--- config.mk ---
export PLATFORM = sky130hd
export DESIGN_NAME = irq_prio_ctrl
export DESIGN_NICKNAME = d
export VERILOG_FILES = /design/src/rtl/irq_pkg.sv /design/src/rtl/irq_regs.sv /design/src/rtl/irq_resolve.sv /design/src/rtl/irq_inservice.sv /design/src/rtl/irq_prio_ctrl.sv
export SDC_FILE = /design/constraint.sdc
export NUM_CORES = 1
export LEC_CHECK = 0
export BUFFER_PORTS_ARGS = -buffer_cell sky130_fd_sc_hd__buf_4
export CAP_MARGIN = 20
export CORE_MARGIN = 2
export CORE_UTILIZATION = 55
export DETAILED_ROUTE_END_ITERATION = 7
export GPL_TIMING_DRIVEN = 0
export PLACE_DENSITY = 0.75
export SYNTH_ARGS = -nofsm -noshare
export SYNTH_HDL_FRONTEND = slang
export SYNTH_SLANG_ARGS = --single-unit
export TNS_END_PERCENT = 5
--- constraint.sdc ---
create_clock -name clk -period 14.95 [get_ports clk]
set_input_delay 1.495 -clock clk [delete_from_list [all_inputs] [get_ports clk]]
set_output_delay 1.495 -clock clk [all_outputs]
set_load 0.03 [all_outputs]
--- src/rtl/irq_pkg.sv ---
package irq_pkg;
  localparam int SRC_DEF      = 12;
  localparam int LVL_W_DEF    = 3;
  localparam int ADDR_W_DEF   = 5;
  localparam int CTL_BASE_DEF = 16;

  // True when (la, ia) is more urgent than (lb, ib): lower level, then lower index.
  function automatic bit outranks(input int la, input int ia, input int lb, input int ib);
    return (la < lb) || ((la == lb) && (ia < ib));
  endfunction

  function automatic int vector_of(input int base, input int idx);
    return base + idx;
  endfunction
endpackage

--- src/rtl/irq_regs.sv ---
module irq_regs #(
  parameter int N        = irq_pkg::SRC_DEF,
  parameter int PW       = irq_pkg::LVL_W_DEF,
  parameter int AW       = irq_pkg::ADDR_W_DEF,
  parameter int CTL_BASE = irq_pkg::CTL_BASE_DEF
) (
  input  logic                 clk,
  input  logic                 rst_n,
  input  logic                 we,
  input  logic [AW-1:0]        addr,
  input  logic [N-1:0]         wdata,
  output logic [N-1:0]         rdata,
  output logic [N-1:1]         mask_vec,
  output logic [N-1:1][PW-1:0] lvl_vec,
  output logic                 nest_en
);
  localparam int MB = PW;  // mask bit position inside a control register
  localparam logic [AW-1:0] A_MASK = AW'(0);
  localparam logic [AW-1:0] A_CFG  = AW'(1);

  logic [N-1:1]         mask_q;
  logic [N-1:1][PW-1:0] lvl_q;
  logic                 nest_q;

  // One storage bit per source, reachable from the global and the private view.
  for (genvar g = 1; g < N; g++) begin : g_src
    localparam logic [AW-1:0] A_CTL = AW'(CTL_BASE + g);
    always_ff @(posedge clk) begin
      if (!rst_n) begin
        mask_q[g] <= 1'b1;
        lvl_q[g]  <= '1;
      end else if (we && addr == A_MASK) begin
        mask_q[g] <= wdata[g];
      end else if (we && addr == A_CTL) begin
        mask_q[g] <= wdata[MB];
        lvl_q[g]  <= wdata[PW-1:0];
      end
    end
  end

  always_ff @(posedge clk) begin
    if (!rst_n)                   nest_q <= 1'b0;
    else if (we && addr == A_CFG) nest_q <= wdata[0];
  end

  always_comb begin
    rdata = '0;
    if (addr == A_MASK) rdata[N-1:1] = mask_q;
    if (addr == A_CFG)  rdata[0]     = nest_q;
    for (int i = 1; i < N; i++) begin
      if (addr == AW'(CTL_BASE + i)) begin
        rdata[MB]     = mask_q[i];
        rdata[PW-1:0] = lvl_q[i];
      end
    end
  end

  assign mask_vec = mask_q;
  assign lvl_vec  = lvl_q;
  assign nest_en  = nest_q;
endmodule

--- src/rtl/irq_resolve.sv ---
module irq_resolve #(
  parameter int N   = irq_pkg::SRC_DEF,
  parameter int PW  = irq_pkg::LVL_W_DEF,
  parameter int IDW = $clog2(N)
) (
  input  logic [N-1:0]         req,
  input  logic [N-1:1]         mask_vec,
  input  logic [N-1:1][PW-1:0] lvl_vec,
  input  logic [N-1:0]         isr_vec,
  input  logic                 nest_en,
  output logic                 pick_valid,
  output logic [IDW-1:0]       pick_id,
  output logic                 nmi_go,
  output logic                 mask_go
);
  localparam int NONE_LVL = 1 << PW;  // worse than any real level

  int  best_lvl, best_idx, thr_lvl;
  logic found, any_isr;

  always_comb begin
    best_lvl = NONE_LVL;
    best_idx = 0;
    thr_lvl  = NONE_LVL;
    found    = 1'b0;
    any_isr  = 1'b0;
    for (int i = 1; i < N; i++) begin
      if (isr_vec[i]) begin
        any_isr = 1'b1;
        if (int'(lvl_vec[i]) < thr_lvl) thr_lvl = int'(lvl_vec[i]);
      end
      if (req[i] && !mask_vec[i] && !isr_vec[i] &&
          (!found || irq_pkg::outranks(int'(lvl_vec[i]), i, best_lvl, best_idx))) begin
        found    = 1'b1;
        best_lvl = int'(lvl_vec[i]);
        best_idx = i;
      end
    end
  end

  assign nmi_go  = req[0] && !isr_vec[0];
  assign mask_go = found && !isr_vec[0] &&
                   (nest_en ? (best_lvl < thr_lvl) : !any_isr);

  assign pick_valid = nmi_go || mask_go;
  assign pick_id    = nmi_go ? '0 : IDW'(best_idx);
endmodule

--- src/rtl/irq_inservice.sv ---
module irq_inservice #(
  parameter int N   = irq_pkg::SRC_DEF,
  parameter int IDW = $clog2(N)
) (
  input  logic           clk,
  input  logic           rst_n,
  input  logic           ack_fire,
  input  logic [IDW-1:0] ack_id,
  input  logic           eoi,
  input  logic [IDW-1:0] eoi_id,
  output logic [N-1:0]   isr_vec
);
  for (genvar g = 0; g < N; g++) begin : g_bit
    always_ff @(posedge clk) begin
      if (!rst_n)                                isr_vec[g] <= 1'b0;
      else if (ack_fire && ack_id == IDW'(g))    isr_vec[g] <= 1'b1;  // set wins
      else if (eoi && eoi_id == IDW'(g))         isr_vec[g] <= 1'b0;
    end
  end
endmodule

--- src/rtl/irq_prio_ctrl.sv ---
module irq_prio_ctrl #(
  parameter int N        = irq_pkg::SRC_DEF,
  parameter int PW       = irq_pkg::LVL_W_DEF,
  parameter int AW       = irq_pkg::ADDR_W_DEF,
  parameter int CTL_BASE = irq_pkg::CTL_BASE_DEF,
  parameter int VEC_W    = 8,
  parameter int VEC_BASE = 32,
  localparam int IDW     = $clog2(N)
) (
  input  logic             clk,
  input  logic             rst_n,
  input  logic [N-1:0]     src_req,
  input  logic             reg_we,
  input  logic [AW-1:0]    reg_addr,
  input  logic [N-1:0]     reg_wdata,
  output logic [N-1:0]     reg_rdata,
  input  logic             irq_ack,
  input  logic             eoi,
  input  logic [IDW-1:0]   eoi_id,
  output logic             irq_valid,
  output logic [IDW-1:0]   irq_id,
  output logic [VEC_W-1:0] irq_vec
);
  logic [N-1:1]         mask_w;
  logic [N-1:1][PW-1:0] lvl_w;
  logic                 nest_w;
  logic [N-1:0]         isr_w;
  logic                 nmi_go_w, mask_go_w, ack_fire_w;

  irq_regs #(.N(N), .PW(PW), .AW(AW), .CTL_BASE(CTL_BASE)) u_regs (
    .clk(clk), .rst_n(rst_n), .we(reg_we), .addr(reg_addr), .wdata(reg_wdata),
    .rdata(reg_rdata), .mask_vec(mask_w), .lvl_vec(lvl_w), .nest_en(nest_w)
  );

  irq_resolve #(.N(N), .PW(PW), .IDW(IDW)) u_res (
    .req(src_req), .mask_vec(mask_w), .lvl_vec(lvl_w), .isr_vec(isr_w),
    .nest_en(nest_w), .pick_valid(irq_valid), .pick_id(irq_id),
    .nmi_go(nmi_go_w), .mask_go(mask_go_w)
  );

  assign ack_fire_w = irq_ack && irq_valid;

  irq_inservice #(.N(N), .IDW(IDW)) u_isr (
    .clk(clk), .rst_n(rst_n), .ack_fire(ack_fire_w), .ack_id(irq_id),
    .eoi(eoi), .eoi_id(eoi_id), .isr_vec(isr_w)
  );

  assign irq_vec = VEC_W'(irq_pkg::vector_of(VEC_BASE, int'(irq_id)));
endmodule

### Word-level counts from Yosys, hierarchy flattened

Cells that the tools add are included.

| operators by class | value |
|---|---|
| $add $sub $neg | 1 |
| order comparisons | 31 |
| equality and inequality tests | 44 |
| muxes and demuxes | 126 |
| bitwise operators | 1 |
| reductions and logical operators | 175 |

Operators by type and width:

| cell | count |
|---|---|
| $mux 32 | 20 |
| $lt 4x32->1 | 10 |
| $mux 4 | 28 |
| $logic_and 1x1->1 | 83 |
| $mux 1 | 71 |
| $eq 5x5->1 const B | 11 |
| $reduce_bool 2->1 | 23 |
| $eq 3x4->1 | 10 |
| $lt 3x4->1 | 10 |
| $logic_not 1->1 | 34 |
| $eq 4x3->1 const B | 8 |
| $eq 4x4->1 const B | 8 |
| $lt 5x32->1 | 1 |
| $reduce_and 2->1 | 11 |
| $logic_or 1x1->1 | 21 |
| $eq 4x2->1 const B | 4 |
| $lt 4x4->1 const A | 3 |
| $mux 3 | 4 |
| $mux 11 | 1 |
| $lt 3x3->1 const A | 3 |
| $eq 4x1->1 const B | 2 |
| $logic_not 4->1 | 2 |
| $add 6x4->7 const A | 1 |
| $eq 5x1->1 const B | 1 |
| other kinds (7) | 8 |

| word-level totals | value |
|---|---|
| register bits after elaboration | 57 |
| output and inout bits | 25 |
| logic and storage cells | 413 |

### Longest topological paths before layout

Gate-level depths: netlist (run 1).

| logic depth | value |
|---|---|
| depth in word-level cells | 71 |
| gate-level depth with buffers | 83 |
| depth with buffers taken out | 79 |

### Cells and area by module

From an unflattened synthesis (run 1), not the netlist that was laid out.

| unflattened totals | value |
|---|---|
| cell total of the unflattened synthesis | 855 |
| area, all modules | 6,352.3 µm² |

Modules (own cells, without submodules):

| module | instances | cells an instance | area each (µm²) |
|---|---|---|---|
| irq_resolve | 1 | 453 | 3,069.2 |
| irq_regs | 1 | 331 | 2,633.8 |
| irq_inservice | 1 | 60 | 575.6 |
| irq_prio_ctrl | 1 | 11 | 73.8 |

### Least setup slack after synthesis (run 1)

OpenSTA, ideal clock, no wires.

| timing path | value |
|---|---|
| kind | input port to output port |
| start point | in src_req[1] |
| end point | out irq_valid |
| arrival | 14.436 ns |
| required time | 13.455 ns |
| setup slack | -0.981 ns |
| stages on the path | 77 |
| cell sequence | and2_1 clkbuf_1 nand2_1 ha_1 a21o_1 a21oi_1 o21ai_0 nand3_1 o21ai_0 inv_1 ha_1 a21o_1 a21oi_1 o21bai_1 nor2_1 a21oi_1 inv_1 ha_1 [... 41 more ...] o21a_1 o21ai_0 nand3_1 mux2i_1 ha_1 a21o_1 a21oi_1 o21ai_1 nor2_1 a21oi_1 ha_1 a21o_1 a2111oi_0 nand3_1 a221oi_1 a21oi_2 buf_6 inv_2 |

| on the way | value |
|---|---|
| longest elaborated chain between the ends | 67 |
| elaborated cells on any way between the ends | 119 |
| those cells by class | order compare (21); eq/ne (10); mux (33); reduce/logical (55) |

Ends and longest elaborated chain:

| element | line | source |
|---|---|---|
| from (decl) | irq_prio_ctrl.sv:12 | `input logic [N-1:0] src_req,` |
| $logic_and 1x1->1 * (2 in a row) | irq_resolve.sv:32 | `if (req[i] && !mask_vec[i] && !isr_vec[i] &&` |
| branches (longest 63 deep; another with $lt 3x4->1) | - |  |
| $logic_and 1x1->1 * | irq_resolve.sv:42 | `assign mask_go = found && !isr_vec[0] &&` |
| $logic_or 1x1->1 * | irq_resolve.sv:45 | `assign pick_valid = nmi_go \|\| mask_go;` |
| to (decl) | irq_prio_ctrl.sv:20 | `output logic irq_valid,` |

Mark *: on every way between the ends.

### Final worst setup path (run 1)

Ends and elaborated chain as after synthesis.

==> flow_summary_export.csv, run 1 <==
group,metric,value,unit
status,outcome,"finished with violations",
status,failed_checks,"setup timing",
sta,setup_viol,2,
synthesis,yosysMostFrequentCell,"nand2_1",
placed_design,hpwl,15700,um
synthesis,ys_top_cells_by_count,"nand2_1, nor2_1, o21ai_0",
pwr,ir_drop,0.05691,mV
setup_path,worstPathMaxFanout,6,
clock_tree,clockBufferDepth,2,
clock_tree,cts_hold_buf,0,
sta,fmax,0.06401,GHz
global_routing,grt_pass1_vias,6548,
setup_path,critical_path_class,"in -> out",
pwr,pwr-share-clk,32.8,%
clock_tree,cts-root-buf,"clkbuf_8",
synthesis,synth.top_cells.by_area,"dfxtp_1, nand2_1, ha_1",
global_routing,grt_max_degree,11,
floorplanning,initial_core_util,55.87,%
sta,grt_setup_unrepaired,"yes",
synthesis,yosysWarnings,0,
floorplanning,fp.dieArea,0.01177,sq mm
clock_tree,cts_tree,"done",
setup_path,critical_path.top_delay_family,"compound AO/OA/AOI/OAI gates",
synthesis,yosysSeqAreaShare,19.01,%
pwr,pwr-share-seq,40.4,%
clock_tree,clk_latency,350,ps
cells_and_area,syn2layout_area_growth,26.34,%
setup_path,worst-path-stages,76,
synthesis,async_reset_ff_share,0,%
clock_tree,htree_num_levels,3,
cells_and_area,final_layout_size_suffix_gt1_share,24.90,%
synthesis,ys_types,87,
setup_path,crit_path_max_incr_delay,410,ps
routing,vias,7056,
cells_and_area,fin_nets,1023,
sta,period_needed,15620,ps
sta,clock_skew,12.23,ps
pwr,p_switching,0.0001292,W
sta,period_share,104.5,%
synthesis,synth-seq-cells,57,
setup_path,startpoint_type,"primary input",
floorplanning,die_h,108.5,um
routing,drt_iter0_drc,847,
synthesis,yosysTopAreaCellShare,19.01,%
pwr,power_frac_comb,26.9,%
worst_hold_path,whs_path_depth,2,
cells_and_area,seqCellArea,0.001141,sq mm
sta,final_max_slew_viol_count,0,
synthesis,synth-edff-count,0,
pwr,intPower,0.0002616,W
global_routing,grt_pass1_wl,32800,um
worst_hold_path,hp-class,"reg -> reg",
cells_and_area,fillers,891,
floorplanning,die_w,108.5,um
synthesis,syn_area,0.006003,sq mm
clock_tree,numCtsBuffers,9,
placed_design,place_congestion,0.9971,
sta,fin_ws,-671.7,ps
sta,max_slew_margin,49.12,%
flow_run,drv_cap,0,
synthesis,syn_inst,835,
synthesis,synth_area_per_cell,7.190,sq um
routing,viasPerCell,6.432,
pwr,p_leak,3.165,nW
placed_design,port_buffers,57,
routing,ant_nets,0,
global_routing,grt.overflow.total,0,
floorplanning,fp-row-count,38,
setup_path,crit_buf_inv,10,
clock_tree,cts_sinks,57,
sta,whs,555.2,ps
routing,wl_per_cell,19.56,um
setup_path,crit_slowest_cell,"a2111oi_4",
sta,finalHoldViolCount,0,
setup_path,arrival,14130,ps
routing,drt_first_pass_iters,6,
sta,worstMarginPinSlew,760.9,ps
setup_path,cp.required,13460,ps
synthesis,yosys.area.top_type,"dfxtp_1",
pwr,power.density,51.52,mW/mm^2
clock_tree,clk_pin_slew,60,ps
floorplanning,placeableCoreArea,0.01075,sq mm
synthesis,synth_flop_cell,"dfxtp_1",
setup_path,worstSetupEndpointType,"primary output",
routing,wl,21450,um
pwr,swShare,33.05,%
global_routing,antenna_found_initial,0,
routing,drcViolationCount,0,
setup_path,worst-r2r-setup-slack,1130,ps
cells_and_area,multi_input_area,0.004937,sq mm
floorplanning,ios,63,
setup_path,rr_worst_depth,77,
global_routing,grt_use_total,35.35,%
cells_and_area,fin_util,70.59,%
[metrics by stage]
step | TNS [ps] | cells | cell area [sq um] | worst slack, ps | power, W
6_report | -727.2 | 1097 | 7585 | -671.7 | 0.0003908
5_1_grt | -4214 | 1096 | 7582 | -1254 | 0.0004018
4_1_cts | -134.6 | 1080 | 7217 | -134.6 | 0.0003773
3_5_place_dp | -17120 | 1034 | 6674 | -2144 | 0.0002459
3_3_place_gp | -3578 | 1034 | 6674 | -1448 | 0.0002436
2_1_floorplan | 0 | 837 | 6071 | 17.75 | 0.0002162
[worst min-delay path, cell delays in order, from the launching register on]
cell and delay (ps):
dfxtp_1 360, nand2_1 80, nand3_1 70
[path summary, 6_finish.rpt]
path | end | startpoint
worst max-delay path | irq_valid | src_req[1]
worst min-delay path | u_regs.lvl_vec[1]$_SDFFE_PN1P_ | u_regs.lvl_vec[1]$_SDFFE_PN1P_
worst max register to register | u_isr.isr_vec[1]$_SDFFE_PN0P_ | u_isr.isr_vec[1]$_SDFFE_PN0P_
worst min register to register | u_regs.lvl_vec[1]$_SDFFE_PN1P_ | u_regs.lvl_vec[1]$_SDFFE_PN1P_
[power groups by stage]
| stage | clock (W) | sequential [W] | combinational (W) |
|---|---|---|---|
| final | 0.000128 | 0.000158 | 0.000105 |
| after global routing | 0.000131 | 0.000158 | 0.000113 |
| after CTS | 0.000126 | 0.000158 | 0.0000938 |
| after detailed placement | 0 | 0.000161 | 0.0000852 |
| after global placement | 0 | 0.000161 | 0.0000829 |
| after floorplan | 0 | 0.000159 | 0.0000571 |
[cells in the final DEF, fill, tap and decap left out, drive strengths merged, types with 5 or more instances in the layout]
| master | count |
|---|---|
| a21oi | 35 |
| nor2 | 71 |
| o21a | 6 |
| o31ai | 19 |
| or3 | 10 |
| o211ai | 33 |
| o211a | 5 |
| a21o | 15 |
| clkbuf | 38 |
| nand2b | 14 |
| buf | 121 |
| nor2b | 13 |
| o21ai | 70 |
| a31oi | 6 |
| inv | 45 |
| ha | 33 |
| nor3b | 5 |
| and2 | 16 |
| o22ai | 7 |
| mux2 | 10 |
| dfxtp | 57 |
| or2 | 9 |
| nand3 | 59 |
| mux2i | 30 |
| a211oi | 8 |
| nor3 | 10 |
| nand2 | 124 |
| a22oi | 6 |
[layout make-up]
type	count	area share (%)
multi-input cells	692	65.09
flip-flops and latches	57	15.04
repair buffers	107	10.74
plain buffers	40	2.408
well taps	140	2.309
inverters	45	2.227
clock buffers	12	1.914
clock inverters	3	0.2309
diodes	1	0.03299
[layer usage]
| metal | routed length (um) | vias up | share of wire, % | GRT usage, % |
|---|---|---|---|---|
| met1 | 8719 | 3253 | 41 | 48.34 |
| li1 | - | 3300 | - | - |
| met2 | 9677 | 424 | 45 | 55.63 |
| met3 | 2347 | 79 | 11 | 6.389 |
| met4 | 708 | 0 | 3.3 | 12.73 |
| met5 | 0 | - | 0 | 0 |
[state kept, by name, indices dropped and copies added, names as in the netlist]
register         cells
u_regs.lvl_vec      33
u_isr.isr_vec       12
u_regs.mask_vec     11
u_regs.nest_en       1
[kinds of logic after synthesis]
family / count (synthesis) / share of synthesized area (%)
compound gates: 258 / 31.37
xor+xnor: 1 / 0.1459
fa+ha+maj: 35 / 7.232
buf+inv: 88 / 6.169
flops: 57 / 19.01
mux: 44 / 8.379
other cells: 2 / 0.1251
simple gates: 350 / 27.57
[what timing repair did]
| action | CTS | global route |
|---|---|---|
| resized for setup | 40 | 44 |
| buffers inserted | 34 | 16 |
| pin swaps | 31 | 49 |
| endpoints found under the setup margin | 21 | 10 |
Note: power is estimated with default switching activity, not from simulation.
==> run 2: changes to the inputs <==
==> constraint.sdc (replaced) <==
create_clock -name clk -period 14.95 [get_ports clk]
set_input_delay 1.495 -clock clk [delete_from_list [all_inputs] [get_ports clk]]
set_output_delay 1.495 -clock clk [all_outputs]
set_load 0.005 [all_outputs]
==> run 2 against run 1 <==
The flow still finishes with violations (setup timing). Sequential cell count unchanged. Largest cell class unchanged. Combinational power fell by 7%. Clock-buffer cell count is 2 lower. Register-to-register slack better by 20 ps. Clock skew decreased by 5.7 ps. Non-clock buffer count up 1. Core utilization up 0.63 points. Cell count about the same. Worst setup slack better by 100 ps. Largest power group unchanged.
==> flow_summary_export.csv, run 2 (synthesized netlist as in run 1, its figures left out) <==
group,metric,value,unit
status,outcome,"finished with violations",
status,failed_checks,"setup timing",
setup_path,critPathLaunch,"src_req[1]",
sta,fmax,0.06444,GHz
setup_path,worstPathMaxFanout,6,
floorplanning,fp-row-count,38,
clock_tree,clockBufferDepth,2,
clock_tree,cts_sinks,57,
sta,worstMarginPinSlew,711.7,ps
placed_design,placed_cell_area,0.006664,sq mm
sta,period_share,103.8,%
clock_tree,cts_tree,"done",
global_routing,grt_use_total,35.63,%
setup_path,r2r_start,"u_isr.isr_vec[1]$_SDFFE_PN0P_",
pwr,power.density,50.92,mW/mm^2
sta,grt_setup_unrepaired,"yes",
pwr,ir_drop,0.06194,mV
sta,fin_ws,-567.4,ps
setup_path,worst-r2r-setup-slack,1150,ps
floorplanning,die_h,108.5,um
sta,period_needed,15520,ps
placed_design,dpl.cell_count,1034,
cells_and_area,syn2layout_area_growth,27.47,%
routing,drcViolationCount,0,
global_routing,grt_pass1_vias,6486,
cells_and_area,final_layout_size_suffix_gt1_share,26.10,%
cells_and_area,layout_common_cells,"nand2_1, buf_4, nor2_1",
global_routing,grt_max_degree,12,
placed_design,hpwl,15510,um
cells_and_area,antennaDiodeCount,0,
routing,vias,7063,
global_routing,grt.overflow.total,0,
floorplanning,die_w,108.5,um
setup_path,worstSetupEndpointType,"primary output",
floorplanning,initial_core_util,55.87,%
routing,wl,21490,um
sta,finalSetupTns,-567.4,ps
routing,wl_per_cell,19.57,um
sta,setup_viol,1,
setup_path,arrival,14020,ps
sta,final_max_slew_viol_count,0,
setup_path,critical_path_class,"in -> out",
cells_and_area,largest_register_ffs,33,
sta,max_slew_margin,52.41,%
floorplanning,placeableCoreArea,0.01075,sq mm
placed_design,place_congestion,0.9816,
cells_and_area,final_cell_count_no_fill,1098,
routing,ant_nets,0,
flow_run,drv_cap,0,
global_routing,grtUsageMet1,48.41,%
setup_path,crit_path_max_incr_delay,400,ps
floorplanning,ios,63,
cells_and_area,design_area,0.007652,sq mm
global_routing,met3_usage,5.666,%
global_routing,antenna_found_initial,0,
cells_and_area,fin_nets,1024,
cells_and_area,final_common_cell,"nand2_1",
cells_and_area,fin_util,71.22,%
worst_hold_path,whs_path_depth,2,
pwr,p_leak,3.168,nW
setup_path,rr_endpoint,"u_isr.isr_vec[1]$_SDFFE_PN0P_",
setup_path,startpoint_type,"primary input",
global_routing,met2_usage,56.47,%
routing,viasPerCell,6.433,
clock_tree,clk_pin_slew,70,ps
clock_tree,clk_latency,350,ps
routing,drt_first_pass_iters,5,
clock_tree,numCtsBuffers,9,
worst_hold_path,holdPathEnd,"u_isr.isr_vec[9]$_SDFFE_PN0P_",
global_routing,grt_pass1_wl,32770,um
sta,clock_skew,6.498,ps
setup_path,crit_slowest_cell,"a2111oi_4",
placed_design,port_buffers,57,
global_routing,top_usage_layer,"met2",
setup_path,path_common_cell,"ha_1",
clock_tree,cts-root-buf,"clkbuf_8",
clock_tree,cts_hold_buf,0,
worst_hold_path,hp-class,"reg -> reg",
sta,finalHoldViolCount,0,
setup_path,cp.required,13460,ps
routing,drt_iter0_drc,608,
setup_path,rr_worst_depth,75,
worst_hold_path,min_from,"u_isr.isr_vec[9]$_SDFFE_PN0P_",
floorplanning,fp.dieArea,0.01177,sq mm
pwr,power.total,0.0003897,W
clock_tree,htree_num_levels,3,
[run 2: cell types whose count changed in the layout (fill, tap and decap cells not counted), sizes merged]
cell,before,now
clkinvlp,1,2
diode,1,0
buf,121,122
clkbuf,38,36
clkinv,2,3
inv,45,46
[run 2: per-layer routing]
layer,part of all wire (%),up-vias,wire length [um]
met2,45,398,9687
met1,42,3305,9082
li1,-,3298,-
met3,9.5,62,2040
met5,0,-,0
met4,3.2,0,679
[run 2: critical path: cells and delay by family]
| kind | cells | cell delay, ps |
|---|---|---|
| simple gates | 19 | 2150 |
| mux | 5 | 1340 |
| fa+ha+maj | 11 | 2920 |
| buf+inv | 8 | 600 |
| compound gates | 31 | 5500 |
[run 2: worst max path at each step]
stage | endpoint | slack (ps) | depth (start not counted)
after floorplan | irq_valid | 20 | 76
after global placement | irq_valid | -1740 | 77
after detailed placement | irq_valid | -2240 | 75
after CTS | irq_valid | 20 | 76
after global routing | irq_valid | -1140 | 75
final | irq_valid | -570 | 74
[run 2: per-stage QoR]
stage	hold WS, ps	worst slack, ps
after floorplan	462.3	21.27
after global placement	530.6	-1739
after detailed placement	535.4	-2243
after CTS	546.0	17.98
after global routing	583.3	-1141
final	561.8	-567.4
[run 2: cell type report]
cell class,count,area [sq um]
Sequential cell,57,1141
Timing Repair Buffer,108,829.5
Inverter,45,168.9
Fill cell,874,3093
Tap cell,140,175.2
Clock buffer,10,137.6
Multi-Input combinational cell,692,4975
Clock inverter,6,42.54
Buffer,40,182.7
[run 2: what timing repair did]
action	CTS	global route
resized for setup	53	48
setup endpoints to repair	21	12
pin swaps	34	48
buffers inserted	40	11
[run 2: power breakdown]
group          leakage [nW]   total, W  switching (W)  internal (W)
clock                0.0887   0.000134      0.0000694     0.0000647
combinational          2.62  0.0000977      0.0000541     0.0000436
sequential            0.462   0.000158     0.00000408      0.000154
